**config.mk**
```make
export PLATFORM = sky130hd
export DESIGN_NAME = mode_watchdog
export DESIGN_NICKNAME = d
export VERILOG_FILES = /design/src/rtl/wdt_pkg.sv /design/src/rtl/wdt_datapath.sv /design/src/rtl/wdt_ctrl.sv /design/src/rtl/mode_watchdog.sv
export SDC_FILE = /design/constraint.sdc
export NUM_CORES = 1
export LEC_CHECK = 0
export ABC_AREA = 1
export BUFFER_PORTS_ARGS = -buffer_cell sky130_fd_sc_hd__clkbuf_2
export CAP_MARGIN = 10
export CORE_ASPECT_RATIO = 0.8
export CORE_MARGIN = 2
export CORE_UTILIZATION = 45
export CTS_BUF_LIST = sky130_fd_sc_hd__clkbuf_2 sky130_fd_sc_hd__clkbuf_4 sky130_fd_sc_hd__clkbuf_8
export DETAILED_ROUTE_END_ITERATION = 12
export PLACE_DENSITY = 0.69
export SYNTH_ARGS = -nofsm -noshare
export SYNTH_HDL_FRONTEND = slang
export SYNTH_HIERARCHICAL = 1
export SYNTH_SLANG_ARGS = --single-unit
```
**constraint.sdc**
```tcl
create_clock -name clk -period 1.9 [get_ports clk]
set_input_delay 0.19 -clock clk [delete_from_list [all_inputs] [get_ports clk]]
set_output_delay 0.19 -clock clk [all_outputs]
set_load 0.01 [all_outputs]
```
**src/rtl/wdt_pkg.sv**
```systemverilog
package wdt_pkg;

  // control register bit positions
  localparam int unsigned BIT_RESTART = 3;
  localparam int unsigned BIT_ARM     = 2;
  localparam int unsigned BIT_IRQEN   = 1;
  localparam int unsigned BIT_PSEL    = 0;

  // strobes from the control to the counter datapath
  typedef struct packed {
    logic clear;
    logic advance;
  } cntStrobe_t;

endpackage

```
**src/rtl/wdt_datapath.sv**
```systemverilog
module wdt_datapath
  import wdt_pkg::*;
#(
  parameter int unsigned SHORT_LOG = 10,
  parameter int unsigned LONG_LOG  = 12
) (
  input  logic       clk,
  input  logic       rstN,
  input  cntStrobe_t strobe,
  input  logic       periodSel,
  output logic       nearEnd
);

  localparam int unsigned CNT_W = LONG_LOG;
  localparam logic [CNT_W-1:0] SHORT_LAST = CNT_W'((64'd1 << SHORT_LOG) - 64'd1);
  localparam logic [CNT_W-1:0] LONG_LAST  = CNT_W'((64'd1 << LONG_LOG) - 64'd1);

  logic [CNT_W-1:0] count;
  logic [CNT_W-1:0] lastValue;

  assign lastValue = periodSel ? LONG_LAST : SHORT_LAST;
  // >= so that switching to the short period mid-count still ends promptly
  assign nearEnd   = (count >= lastValue);

  always_ff @(posedge clk or negedge rstN) begin
    if (!rstN) begin
      count <= '0;
    end else if (strobe.clear) begin
      count <= '0;
    end else if (strobe.advance) begin
      count <= count + 1'b1;
    end
  end

endmodule

```
**src/rtl/wdt_ctrl.sv**
```systemverilog
module wdt_ctrl
  import wdt_pkg::*;
#(
  parameter int unsigned DATA_W = 8
) (
  input  logic              clk,
  input  logic              rstN,
  input  logic              tick,
  input  logic              stopMode,
  input  logic              wrEn,
  input  logic [DATA_W-1:0] wrData,
  input  logic              nearEnd,
  output cntStrobe_t        strobe,
  output logic              periodSel,
  output logic [DATA_W-1:0] rdData,
  output logic              rstReq,
  output logic              irqOut
);

  logic armReg;
  logic irqEnReg;
  logic pselReg;
  logic restartHit;
  logic enabled;
  logic counting;
  logic wrapHit;
  logic wrUnused;

  assign wrUnused   = ^wrData[DATA_W-1:BIT_RESTART+1];
  assign restartHit = wrEn & wrData[BIT_RESTART];
  assign enabled    = armReg | irqEnReg;
  // RUN counts for the watchdog, STOP counts only for wake-up
  assign counting   = tick & (stopMode ? irqEnReg : armReg);
  assign wrapHit    = counting & nearEnd;

  always_comb begin
    strobe.clear   = restartHit | wrapHit | ~enabled;
    strobe.advance = counting & ~strobe.clear;
  end

  always_ff @(posedge clk or negedge rstN) begin
    if (!rstN) begin
      armReg   <= 1'b0;
      irqEnReg <= 1'b0;
      pselReg  <= 1'b0;
    end else if (wrEn) begin
      armReg   <= armReg | wrData[BIT_ARM];
      irqEnReg <= wrData[BIT_IRQEN];
      pselReg  <= wrData[BIT_PSEL];
    end
  end

  always_ff @(posedge clk or negedge rstN) begin
    if (!rstN) begin
      rstReq <= 1'b0;
      irqOut <= 1'b0;
    end else begin
      rstReq <= wrapHit & ~stopMode & ~restartHit;
      irqOut <= wrapHit &  stopMode & ~restartHit;
    end
  end

  always_comb begin
    rdData            = '0;
    rdData[BIT_ARM]   = armReg;
    rdData[BIT_IRQEN] = irqEnReg;
    rdData[BIT_PSEL]  = pselReg;
  end

  assign periodSel = pselReg;

endmodule

```
**src/rtl/mode_watchdog.sv**
```systemverilog
module mode_watchdog
  import wdt_pkg::*;
#(
  parameter int unsigned DATA_W    = 8,
  parameter int unsigned SHORT_LOG = 10,
  parameter int unsigned LONG_LOG  = 12
) (
  input  logic              clk,
  input  logic              rstN,
  input  logic              tick,
  input  logic              stopMode,
  input  logic              wrEn,
  input  logic [DATA_W-1:0] wrData,
  output logic [DATA_W-1:0] rdData,
  output logic              rstReq,
  output logic              irqOut
);

  cntStrobe_t strobe;
  logic       periodSel;
  logic       nearEnd;

  wdt_ctrl #(
    .DATA_W(DATA_W)
  ) u_ctrl (
    .clk      (clk),
    .rstN     (rstN),
    .tick     (tick),
    .stopMode (stopMode),
    .wrEn     (wrEn),
    .wrData   (wrData),
    .nearEnd  (nearEnd),
    .strobe   (strobe),
    .periodSel(periodSel),
    .rdData   (rdData),
    .rstReq   (rstReq),
    .irqOut   (irqOut)
  );

  wdt_datapath #(
    .SHORT_LOG(SHORT_LOG),
    .LONG_LOG (LONG_LOG)
  ) u_dp (
    .clk      (clk),
    .rstN     (rstN),
    .strobe   (strobe),
    .periodSel(periodSel),
    .nearEnd  (nearEnd)
  );

endmodule

```
==> qor.yml <==
synth_edf_count: 0
crit_path_end_kind: "register"
hpwl_um: 1613
period_needed_ns: 1.949
arrival_ns: 2.14
cts_buffer_depth: 2
viasPerCell: 4.978
dieArea_um2: 2665
antenna_found_initial: 0
htree_levels: 1
port_buffers: 13
synth_mux_area_frac: 0.01104
gp_congestion: 0.8052
cts_root_buf: "clkbuf_4"
crit_type: "register to register"
maxCapViolCount: 0
final_nets: 176
grt.overflow.total: 0
rrSetupSlack_ns: -0.05
yosys.area_share.simple: 0.3350
synth.area.top_cells: "dfrtp_1 (42%), nand2_1 (11%), inv_1 (6.6%)"
violations: "negative setup slack"
fin_crit_sh: 1.026
crit_path_start: "u_ctrl/periodSel$_DFFE_PN0P_"
fp.coreArea_um2: 2158
pre_cts_ws_ns: -0.08698
worstPathMaxFanout: 3
synth_area_um2: 1020
tns_ns: -0.1586
wirelength_um: 2186
ys_ff_latch: 17
synth_cells: 133
ys.flop_type: "dfrtp_1"
synth_fa_ha_area_frac: 0.03681
post_drt_wl_per_cell_um: 11.88
grt_setup_unrepaired: "true"
min_from: "stopMode"
fin_skew_ns: 0.006323
grt_pass1_vias: 855
yosys.area.top_type: "dfrtp_1"
postSynthAreaPerCell_um2: 7.667
p_per_area_nw_per_um2: 598.5
setup_viol: 7
startpoint_type: "register"
irDropWorstVdd_v: 0.0004857
clk_latency_ns: 0.30
fp.dieW_um: 57.22
r2r-start: "u_ctrl/periodSel$_DFFE_PN0P_"
synth_top_family_by_area: "simple AND/OR/NAND/NOR gates"
rows: 15
hp-class: "input port to register"
pin_count: 23
grt.total_usage: 0.1909
yosysWarnings: 6
drive_gt1_frac: 0.2830
rr_worst_depth: 12
grt_pass1_wl_um: 3767
diodes: 0
start_util: 0.4725
timing.fmax_mhz: 513.2
cts-buffers-inserted: 3
routed-via-count: 916
cts_sinks: 17
synth_xor_area_frac: 0.008589
synth_compound_area_frac: 0.05890
grt_max_degree: 18
whs_ns: 0.06354
yosysUniqueCellTypes: 22
synth_most_common_cell: "nand2_1"
fp.dieH_um: 46.58
n_fill_cell: 199
path_clk_slew_ns: 0.10
drv_slew: 0
timing.rr.end: "u_dp/count[6]$_DFFE_PN0P_"
fin_ws_ns: -0.04874
synth_commonest_cells: "nand2_1 (31), inv_1 (18), dfrtp_1 (17), nor2_1 (17)"
final_util: 0.5751
async_reset_ff_frac: 1.000
status: "finished, violations left"
antenna_left: 0
hold_viol: 0
ys_seq_area_frac: 0.4172
cts_tree: "built"
crit_end: "u_dp/count[6]$_DFFE_PN0P_"
yosys.area.top_type_share: 0.4172
route.detailed.drc: 0
critPathRequiredTime_ns: 2.09
drt-pass1-iter-count: 4
power.leakage_uw: 0.0006539
area_delta_synth_final_pct: 21.72
dr.first_iter.drc_count: 28
-- area by class of cell --
type	instances	area, µm²	area share
Multi-Input combinational cell	93	518.0	0.4173
Sequential cell	17	425.4	0.3427
Timing Repair Buffer	26	165.2	0.1331
Inverter	19	71.32	0.05746
Tap cell	25	31.28	0.02520
Clock buffer	4	30.03	0.02419
-- critical path, cell delays in order, from the launching register on --
cell and delay [ns]:
dfrtp_1 0.39, inv_2 0.06, ha_1 0.28, nand4_1 0.11, o31ai_2 0.25, buf_4 0.18, nor3_4 0.05, buf_4 0.14
inv_1 0.05, nand2_1 0.07, nand2_2 0.07, nor2_1 0.04, o21a_1 0.16
-- worst min-delay path by stage --
| stage | cells after the start | to | slack [ns] |
|---|---|---|---|
| after floorplan | 0 | u_ctrl/armReg$_DFFE_PN0P_ | -0.11 |
| after global placement | 1 | u_ctrl/periodSel$_DFFE_PN0P_ | 0.15 |
| after detailed placement | 1 | u_ctrl/irqOut$_DFF_PN0_ | 0.15 |
| after CTS | 2 | u_ctrl/rstReq$_DFF_PN0_ | 0.07 |
| after global routing | 2 | u_ctrl/rstReq$_DFF_PN0_ | 0.06 |
| final | 2 | u_ctrl/rstReq$_DFF_PN0_ | 0.06 |
-- flip-flops by register name (all words and copies together) (netlist names) --
| name | cells |
|---|---|
| u_ctrl/irqOut | 1 |
| u_ctrl/rstReq | 1 |
| u_ctrl/armReg | 1 |
| u_dp/count | 12 |
| u_ctrl/periodSel | 1 |
| u_ctrl/irqEnReg | 1 |
-- metal layers --
metal | share of wire | vias up | routed length [µm] | track usage
met5 | 0 | - | 0 | 0
met4 | 0.010 | 0 | 22 | 0.04186
met3 | 0.041 | 4 | 89 | 0.05899
met2 | 0.47 | 20 | 1031 | 0.3287
met1 | 0.48 | 429 | 1043 | 0.2401
li1 | - | 463 | - | -
-- power by group --
part	switching (µW)	leakage (µW)	internal (µW)
registers	13.9	0.000226	380
clock network	120	0.0000184	96.1
logic	71.5	0.000409	61.8
-- through the flow --
step | power [µW] | instance area, µm² | instances
floorplan | 474.1 | 1050 | 137
global placement | 514.5 | 1154 | 176
detailed placement | 521.2 | 1154 | 176
CTS | 745.7 | 1239 | 184
global route | 781.0 | 1241 | 184
finish | 742.9 | 1241 | 184
-- timing repair --
item / in CTS / in global routing
hold buffers: 1 / 0
pin swaps: 2 / 0
setup endpoints to repair: 10 / 11
resized for setup: 5 / 2
endpoints found under the hold margin: 17 / 0
buffers inserted: 4 / 0
-- cells by family after synthesis --
kind of cell | after synthesis
AO/OA/AOI/OAI | 11
XOR/XNOR | 1
adder cells (fa/ha/maj) | 3
AND/OR/NAND/NOR | 72
buffers and inverters | 27
flip-flops | 17
multiplexers | 1
other | 1
-- cell usage in the layout (no fill, tap or decap) --
master         count
clkbuf_4           4
o21ai_1            2
nand3b_1           1
buf_4             12
ha_4               1
clkbuf_2          13
a21oi_2            1
nand2_2            2
a21oi_1            5
conb_1             5
inv_1             17
nand3_1            7
nor2_2             1
o21a_1             1
nor2_1            17
nand4_1            5
nand3_2            2
nor3_4             1
nor2_4             4
o21ai_0            1
dlygate4sd3_1      1
xnor2_1            1
nand2_1           30
dfrtp_1           17
mux2_2             1
inv_2              2
ha_1               2
nor3_1             2
o31ai_2            1
Power figures use the tool's default switching activity.
